[config.mk]
export PLATFORM = sky130hd
export DESIGN_NAME = pt_walker
export DESIGN_NICKNAME = d
export VERILOG_FILES = /design/src/rtl/ptw_pkg.sv /design/src/rtl/ptw_addr_gen.sv /design/src/rtl/ptw_pte_decode.sv /design/src/rtl/ptw_ctrl.sv /design/src/rtl/pt_walker.sv
export SDC_FILE = /design/constraint.sdc
export NUM_CORES = 1
export LEC_CHECK = 0
export ABC_AREA = 1
export BUFFER_PORTS_ARGS = -buffer_cell sky130_fd_sc_hd__buf_2
export CAP_MARGIN = 25
export CORE_AREA = 5 5 105 107
export DETAILED_ROUTE_END_ITERATION = 16
export DIE_AREA = 0 0 110 112
export PLACE_DENSITY = 0.76
export SYNTH_ARGS = -nofsm -noshare
export SYNTH_HDL_FRONTEND = slang
export SYNTH_SLANG_ARGS = --single-unit
[constraint.sdc]
create_clock -name clk -period 1.9 [get_ports clk]
set_clock_uncertainty 0.1 [all_clocks]
set_input_delay 0.19 -clock clk [delete_from_list [all_inputs] [get_ports clk]]
set_output_delay 0.19 -clock clk [all_outputs]
set_load 0.05 [all_outputs]
[src/rtl/ptw_pkg.sv]
package ptw_pkg;

  typedef enum logic [2:0] {
    WS_IDLE,
    WS_L1_REQ,
    WS_L1_WAIT,
    WS_L2_REQ,
    WS_L2_WAIT,
    WS_DONE,
    WS_FAULT
  } walk_state_e;

  typedef enum logic [1:0] {
    CAUSE_NONE     = 2'd0,
    CAUSE_ABSENT   = 2'd1,
    CAUSE_SWAPPED  = 2'd2
  } fault_cause_e;

  localparam int unsigned CAUSE_W = 2;

endpackage

[src/rtl/ptw_addr_gen.sv]
module ptw_addr_gen #(
  parameter int unsigned VPN_W   = 20,
  parameter int unsigned PPN_W   = 20,
  parameter int unsigned IDX_W   = 10,
  parameter int unsigned OFF_W   = 12,
  parameter int unsigned PA_W    = 32,
  parameter int unsigned PTE_SHIFT = 2
) (
  input  logic             second_lvl,
  input  logic [VPN_W-1:0] vpn,
  input  logic [PPN_W-1:0] root_ppn,
  input  logic [PPN_W-1:0] table_ppn,
  output logic [PA_W-1:0]  addr
);

  logic [IDX_W-1:0] idx_hi;
  logic [IDX_W-1:0] idx_lo;
  logic [IDX_W-1:0] idx_sel;
  logic [PPN_W-1:0] base_sel;

  // Upper index field selects the first-level slot, lower field the leaf slot.
  assign idx_hi   = vpn[VPN_W-1 -: IDX_W];
  assign idx_lo   = vpn[IDX_W-1:0];
  assign idx_sel  = second_lvl ? idx_lo : idx_hi;
  assign base_sel = second_lvl ? table_ppn : root_ppn;

  assign addr = (PA_W'(base_sel) << OFF_W) | (PA_W'(idx_sel) << PTE_SHIFT);

endmodule

[src/rtl/ptw_pte_decode.sv]
module ptw_pte_decode #(
  parameter int unsigned PTE_W  = 32,
  parameter int unsigned PPN_W  = 20,
  parameter int unsigned ATTR_W = 11
) (
  input  logic [PTE_W-1:0]  pte,
  output logic              present,
  output logic [PPN_W-1:0]  ppn,
  output logic [ATTR_W-1:0] attr
);

  assign present = pte[0];
  assign attr    = pte[ATTR_W:1];
  assign ppn     = pte[PTE_W-1 -: PPN_W];

endmodule

[src/rtl/ptw_ctrl.sv]
module ptw_ctrl
  import ptw_pkg::*;
(
  input  logic clk,
  input  logic rst_n,
  input  logic req_valid,
  input  logic mem_req_ready,
  input  logic mem_rsp_valid,
  input  logic pte_present,
  output logic req_ready,
  output logic mem_req_valid,
  output logic mem_rsp_ready,
  output logic second_lvl,
  output logic rsp_valid,
  output logic rsp_fault,
  output logic accept,
  output logic take_first,
  output logic take_leaf
);

  walk_state_e st, nxt;

  always_ff @(posedge clk) begin
    if (!rst_n) st <= WS_IDLE;
    else        st <= nxt;
  end

  always_comb begin
    nxt = st;
    unique case (st)
      WS_IDLE:    if (req_valid)     nxt = WS_L1_REQ;
      WS_L1_REQ:  if (mem_req_ready) nxt = WS_L1_WAIT;
      WS_L1_WAIT: if (mem_rsp_valid) nxt = pte_present ? WS_L2_REQ : WS_FAULT;
      WS_L2_REQ:  if (mem_req_ready) nxt = WS_L2_WAIT;
      WS_L2_WAIT: if (mem_rsp_valid) nxt = pte_present ? WS_DONE : WS_FAULT;
      WS_DONE:    nxt = WS_IDLE;
      WS_FAULT:   nxt = WS_IDLE;
      default:    nxt = WS_IDLE;
    endcase
  end

  assign req_ready     = (st == WS_IDLE);
  assign mem_req_valid = (st == WS_L1_REQ) || (st == WS_L2_REQ);
  assign mem_rsp_ready = (st == WS_L1_WAIT) || (st == WS_L2_WAIT);
  assign second_lvl    = (st == WS_L2_REQ) || (st == WS_L2_WAIT);
  assign rsp_valid     = (st == WS_DONE) || (st == WS_FAULT);
  assign rsp_fault     = (st == WS_FAULT);
  assign accept        = req_ready && req_valid;
  assign take_first    = (st == WS_L1_WAIT) && mem_rsp_valid;
  assign take_leaf     = (st == WS_L2_WAIT) && mem_rsp_valid;

endmodule

[src/rtl/pt_walker.sv]
module pt_walker
  import ptw_pkg::*;
#(
  parameter int unsigned VA_W  = 32,
  parameter int unsigned PA_W  = 32,
  parameter int unsigned OFF_W = 12,
  parameter int unsigned PTE_BYTES = 4,
  localparam int unsigned VPN_W  = VA_W - OFF_W,
  localparam int unsigned IDX_W  = VPN_W / 2,
  localparam int unsigned PPN_W  = PA_W - OFF_W,
  localparam int unsigned PTE_W  = PTE_BYTES * 8,
  localparam int unsigned ATTR_W = OFF_W - 1,
  localparam int unsigned PTE_SHIFT = $clog2(PTE_BYTES)
) (
  input  logic              clk,
  input  logic              rst_n,
  input  logic              req_valid,
  output logic              req_ready,
  input  logic [VPN_W-1:0]  req_vpn,
  input  logic [PPN_W-1:0]  root_ppn,
  output logic              mem_req_valid,
  input  logic              mem_req_ready,
  output logic [PA_W-1:0]   mem_req_addr,
  input  logic              mem_rsp_valid,
  output logic              mem_rsp_ready,
  input  logic [PTE_W-1:0]  mem_rsp_data,
  output logic              rsp_valid,
  output logic [VPN_W-1:0]  rsp_vpn,
  output logic [PPN_W-1:0]  rsp_ppn,
  output logic [ATTR_W-1:0] rsp_attr,
  output logic              rsp_fault,
  output logic [CAUSE_W-1:0] rsp_cause
);

  logic accept, take_first, take_leaf, second_lvl;
  logic pte_present;
  logic [PPN_W-1:0]  pte_ppn;
  logic [ATTR_W-1:0] pte_attr;

  logic [VPN_W-1:0]  vpn_q;
  logic [PPN_W-1:0]  root_q;
  logic [PPN_W-1:0]  table_q;
  logic [PPN_W-1:0]  res_ppn_q;
  logic [ATTR_W-1:0] res_attr_q;
  fault_cause_e      cause_q;

  ptw_ctrl u_ctrl (
    .clk           (clk),
    .rst_n         (rst_n),
    .req_valid     (req_valid),
    .mem_req_ready (mem_req_ready),
    .mem_rsp_valid (mem_rsp_valid),
    .pte_present   (pte_present),
    .req_ready     (req_ready),
    .mem_req_valid (mem_req_valid),
    .mem_rsp_ready (mem_rsp_ready),
    .second_lvl    (second_lvl),
    .rsp_valid     (rsp_valid),
    .rsp_fault     (rsp_fault),
    .accept        (accept),
    .take_first    (take_first),
    .take_leaf     (take_leaf)
  );

  ptw_addr_gen #(
    .VPN_W     (VPN_W),
    .PPN_W     (PPN_W),
    .IDX_W     (IDX_W),
    .OFF_W     (OFF_W),
    .PA_W      (PA_W),
    .PTE_SHIFT (PTE_SHIFT)
  ) u_addr (
    .second_lvl (second_lvl),
    .vpn        (vpn_q),
    .root_ppn   (root_q),
    .table_ppn  (table_q),
    .addr       (mem_req_addr)
  );

  ptw_pte_decode #(
    .PTE_W  (PTE_W),
    .PPN_W  (PPN_W),
    .ATTR_W (ATTR_W)
  ) u_dec (
    .pte     (mem_rsp_data),
    .present (pte_present),
    .ppn     (pte_ppn),
    .attr    (pte_attr)
  );

  // Request capture: root is sampled together with the page number.
  always_ff @(posedge clk) begin
    if (!rst_n) begin
      vpn_q  <= '0;
      root_q <= '0;
    end else if (accept) begin
      vpn_q  <= req_vpn;
      root_q <= root_ppn;
    end
  end

  // Walk datapath: next-table pointer and result fields.
  always_ff @(posedge clk) begin
    if (!rst_n) begin
      table_q    <= '0;
      res_ppn_q  <= '0;
      res_attr_q <= '0;
      cause_q    <= CAUSE_NONE;
    end else if (take_first) begin
      table_q <= pte_ppn;
      if (!pte_present) begin
        res_ppn_q  <= '0;
        res_attr_q <= '0;
        cause_q    <= CAUSE_ABSENT;
      end
    end else if (take_leaf) begin
      if (pte_present) begin
        res_ppn_q  <= pte_ppn;
        res_attr_q <= pte_attr;
        cause_q    <= CAUSE_NONE;
      end else begin
        res_ppn_q  <= '0;
        res_attr_q <= '0;
        cause_q    <= CAUSE_SWAPPED;
      end
    end
  end

  assign rsp_vpn   = vpn_q;
  assign rsp_ppn   = res_ppn_q;
  assign rsp_attr  = res_attr_q;
  assign rsp_cause = cause_q;

endmodule

* Word level (Yosys, flattened, before mapping)
Cells that the tools add are included.
Widths: inputs -> output; s select.
** Cells by class
- Muxes and demuxes :: 22
- Equality and inequality tests :: 12
- Reduce and logical (&&, ||, !) cells :: 11
- Bitwise logic cells :: 1
** Operators by type and width (count)
- $mux 20 :: 5
- $mux 11 :: 4
- $or 32x12->32 :: 1
- $mux 3 :: 6
- $pmux 3 s5 :: 1
- $ne 2x2->1 const B :: 6
- $mux 10 :: 1
- $mux 2 :: 5
- $eq 3x3->1 const B :: 3
- $eq 3x2->1 const B :: 2
- $reduce_and 5->1 :: 1
- $logic_or 1x1->1 :: 4
- $eq 3x1->1 const B :: 1
- $logic_and 1x1->1 :: 3
- $logic_not 3->1 :: 1
- $reduce_and 2->1 :: 1
- $reduce_bool 2->1 :: 1
** Word-level totals
- Flip-flop bits (word level) :: 96
- Logic and storage cells :: 53
- Input port bits :: 77
- Output and inout bits :: 90

* Longest topological paths before layout
- Depth in word-level cells :: 4
- Depth in mapped cells :: 8
- Gate-level depth less buffers :: 8

* By module
A second synthesis with hierarchy kept.
** Second synthesis, totals
- Cell total of the unflattened synthesis :: 599
- Area, all modules :: 4266.6 µm²
** By module, submodules not included
- pt_walker :: times used 1, area each 3334.4 µm², cells each 414
- ptw_addr_gen :: times used 1, area each 390.4 µm², cells each 100
- ptw_ctrl :: times used 1, area each 301.5 µm², cells each 53
- ptw_pte_decode :: times used 1, area each 240.2 µm², cells each 32

* Worst setup path after synthesis
Ideal clock, no wire load.
- Path type :: register -> output
- Start :: reg u_ctrl.st[0]
- End :: out mem_req_addr[10]
- Arrival :: 2.225 ns
- Slack :: -0.615 ns
- Required time :: 1.610 ns
- Cell stages (with the launch flop) :: 8
- Path through :: dfxtp_1 > inv_1 > nor2_1 > nand2_1 > nand2_1 > buf_4 > nand2_1 > o21ai_0
** On the way
- Longest elaborated chain between the ends :: 4
- Elaborated cells between the ends (all ways) :: 5
** Ends and longest elaborated chain
- start: declaration :: line ptw_ctrl.sv:21 : walk_state_e st, nxt;
- start signal: assignment :: line ptw_ctrl.sv:25 : else st <= nxt;
- $eq 3x2->1 or $eq 3x3->1 (tied branches) :: line ptw_ctrl.sv:45 : assign second_lvl = (st == WS_L2_REQ) || (st == WS_L2_WAIT);
- $logic_or 1x1->1 (*) :: line ptw_ctrl.sv:45
- $mux 10 (*) :: line ptw_addr_gen.sv:24 : assign idx_sel = second_lvl ? idx_lo : idx_hi;
- $or 32x12->32 (*) :: line ptw_addr_gen.sv:27 : assign addr = (PA_W'(base_sel) << OFF_W) | (PA_W'(idx_sel) << PTE_SHIFT);
- end: declaration :: line pt_walker.sv:23 : output logic [PA_W-1:0] mem_req_addr,
Mark *: on every way between the ends. The rest lies on a longest branch, timed or not.

* Worst setup path after layout
- Start :: reg u_ctrl.st[0]
- End :: out mem_req_addr[28]
** On the way
- Longest elaborated chain between the ends :: 4
- Elaborated cells between the ends (all ways) :: 5
** Ends and longest elaborated chain
- $eq 3x2->1 or $eq 3x3->1 (tied branches) :: line ptw_ctrl.sv:45
- $logic_or 1x1->1 (*) :: line ptw_ctrl.sv:45
- $mux 20 (*) :: line ptw_addr_gen.sv:25 : assign base_sel = second_lvl ? table_ppn : root_ppn;
- $or 32x12->32 (*) :: line ptw_addr_gen.sv:27
Marks and branches as above.

==> impl_results.md <==
* Status: finished, violations left
* Failing checks: setup timing
* Die height at 112 um
* Switch share at 46.5%
* CP Launch Type: flop
* Critical Path End: mem_req_addr[28]
* Die W at 110 um
* Min Tclk post-route at 2.00 ns
* Pint at 0.00470 W
* Synth Register Bits at 96
* WHS Path Cells at 3
* Gpl congestion at 0.851
* Drt drc at 0
* Root buf cell: clkbuf_8
* CTS tree: built
* PortBufs at 164
* Worst-path clk slew at 0.10 ns
* Setup TNS at -1.92 ns
* Largest net degree at the start of global routing at 47
* Worst EP arrival at 1.71 ns
* Site Rows at 37
* Post-detail-place hpwl at 8910 um
* Global route overflow at 0
* Cell with the most instances after synthesis: dfxtp_1
* Via count at 4475
* Ports at 167
* H-tree level count at 3
* Crit Reg-Reg Endpoint: table_q[2]
* Iteration-0 DRC Markers at 371
* Main combinational cell family by area after synthesis: simple AND/OR/NAND/NOR gates
* Crit path from: u_ctrl.st[0]
* Slew margin rel. at 60.9%
* Post-Layout Inst Area at approximately 0.0062 mm2
* YS warnings at 0
* RSZ-0062 raised after global routing: true
* Number of iterations in the first detailed-routing pass at 5
* Commonest cells post-synth: dfxtp_1 (96), nand2_1 (93), a21oi_1 (77)
* Multiplexer share of the synthesized area at 0%
* Layout cells sized above 1 at 35.3%
* Vias in the first global route at approximately 4500
* Clock latency at the later pin of the worst-skew pair at 0.36 ns
* Area of placed instances at 0.00497 mm2
* Avg WL per Cell at 16.3 um
* Die ar. at 0.0123 mm2
* Share of the synthesized area in the top cell type at between 40% and 50%
* Crit Path Max Fanout at 21
* Leading post-synthesis cells by cell area: dfxtp_1 (49%), a21oi_1 (9.9%), o21ai_0 (9.7%)
* Final hold vios at 0
* Via-to-Cell Ratio at 5.10
* Clock network power share at between 10% and 20%
* XOR/XNOR share of the synthesized area at 0%
* Synthesized-area fraction occupied by and/or/nand/nor cells at 21.2%
* Total track usage at a little under a quarter
* Routed WL at 14300 um
* CTS Buf Count at 9
* Reg-to-Reg Start: u_ctrl.st[0]
* Post-Syn Area at 0.00391 mm2
* Final nets at about 810
* Worst hold slack at 0.0155 ns
* Tot Pwr at 0.00878 W
* Logic pwr share at 54.2%
* Yosys cell types at 17
* R2R cell count at 8
* Leak at about 2.8 nW
* Seq/Total Area, Yosys at roughly 49%
* Fmax at 500 MHz
* Tcrit/Tclk final at 105%
* Net Switching at 0.00408 W
* Initial Utilization at 38.9%
* Req. time, crit path at 1.61 ns
* Clock Tree Buf Depth at 2
* Complex-gate fraction of the synthesized area at 20.1%
* VDD IR max at 1.01 mV
* Crit. End Element: primary output
* Core ar. at roughly 0.01 mm2
* Final slew viol count at 0
* Number of flops mapped to enable cells by yosys at 0
* Crit path kind: flop to primary output
* Initial antenna violation count at 0
* Syn_area_per_cell at 7.34 um2
* P&R area growth vs syn at 58.8%
* Top_reg_cell synth: dfxtp_1
* Reg2reg setup slack at about 0.15 ns
* DP Worst Slack at between 0.07 and 0.08 ns
* Yosys top cell by area: dfxtp_1
* CTS sink count at 96
* Worst Max-Slew Pin Slew at 0.586 ns
* PwrDens at 1420 mW/mm2
* Final setup fails at 29
* Power share of the sequential group at between 20% and 30%
* Antenna diode count at 0
* Global-route wire length before repair at 22600 um
* Max Cap Viol at 0
* Final WS setup at -0.0985 ns
* HP Class: input pin to flop
* Post-route ant nets at 0
* Post-Synth Adder-Cell Area at 0%
* Ys async rst share at 0%
* Syn Inst Count at between 500 and 600
==> what timing repair did <==
item,in CTS,in global routing
endpoints found under the setup margin,32,36
gates resized for setup,86,19
buffers inserted,6,3
endpoints found under the hold margin,55,0
hold buffers,46,0
gates cloned,4,1
pin swaps,3,3
==> worst max-delay path, stage by stage (launching register included) <==
cell and delay (ns):
dfxtp_4 0.38, inv_4 0.07, nor2_4 0.04, nand2_2 0.09
nand2_4 0.07, buf_12 0.16, buf_16 0.18, o21ai_2 0.17
buf_6 0.18
==> registers in the layout (all words and copies together) (netlist names) <==
register	count
u_ctrl.st	3
table_q	20
rsp_vpn	20
root_q	20
rsp_attr	11
rsp_ppn	20
rsp_cause	2
==> worst min path at each step <==
stage	start	to	slack, ns
4_1_cts	root_ppn[2]	root_q[2]	0.0001
3_3_place_gp	mem_rsp_data[23]	table_q[11]	0.34
6_report	root_ppn[2]	root_q[2]	0.02
3_5_place_dp	rsp_attr[0]	rsp_attr[0]	0.35
2_1_floorplan	mem_rsp_data[21]	table_q[9]	0.22
5_1_grt	mem_req_ready	u_ctrl.st[0]	0.003
==> final cells by class <==
| type | instances | area [um2] |
|---|---|---|
| Clock buffer | 9 | 124 |
| Inverter | 42 | 160 |
| Sequential cell | 96 | 1930 |
| Multi-Input combinational cell | 351 | 1870 |
| Fill cell | 817 | 3840 |
| Timing Repair Buffer | 237 | 1870 |
| Clock inverter | 7 | 80.1 |
| Tap cell | 136 | 170 |
==> metal layers <==
layer  wire length [um]  vias to the layer above  track usage, %  part of all wire (%)
met1               5880                     2063            28.0                    41
li1                   -                     2171               -                     -
met2               6790                      213            37.8                    47
met5                  0                        -               0                     0
met3               1280                       28            7.13                   8.9
met4                373                        0            8.73                   2.6
==> power by group through the flow <==
stage | clock (W) | sequential, W | combinational, W
after floorplan | 0 | 0.00301 | 0.00239
after global placement | 0 | 0.00262 | 0.00364
after detailed placement | 0 | 0.00262 | 0.00370
after CTS | 0.00144 | 0.00261 | 0.00455
after global routing | 0.00153 | 0.00266 | 0.00504
final | 0.00140 | 0.00263 | 0.00476
==> placed cells by master, fill, tap and decap left out <==
master,n
inv_4,1
nand4_1,31
dfxtp_4,2
buf_8,2
clkbuf_8,9
buf_16,4
dfxtp_2,1
bufinv_16,1
clkbuf_4,1
nand2_2,10
inv_2,4
nor2_4,2
nand3_1,21
buf_4,15
o21ai_0,50
clkinvlp_4,4
o21ai_2,22
inv_8,1
nand2_4,5
dfxtp_1,93
nor2_1,44
clkbuf_16,1
conb_1,2
o21ai_4,8
buf_6,29
buf_2,132
inv_6,1
dlygate4sd3_1,46
buf_12,7
nand2_1,79
a21oi_1,77
inv_1,37
==> kinds of logic after synthesis <==
family,after synthesis
other,1
and+or+nand+nor,192
AOI/OAI and AO/OA,157
DFF,96
buffers and inverters,86
==> stage by stage <==
| step | instances | util, % |
|---|---|---|
| after floorplan | 533 | - |
| after global placement | 802 | 49.4 |
| after detailed placement | 802 | 49.4 |
| after CTS | 874 | 60.5 |
| after global routing | 878 | 61.8 |
| final | 878 | 61.8 |
Power figures use the tool's default switching activity.
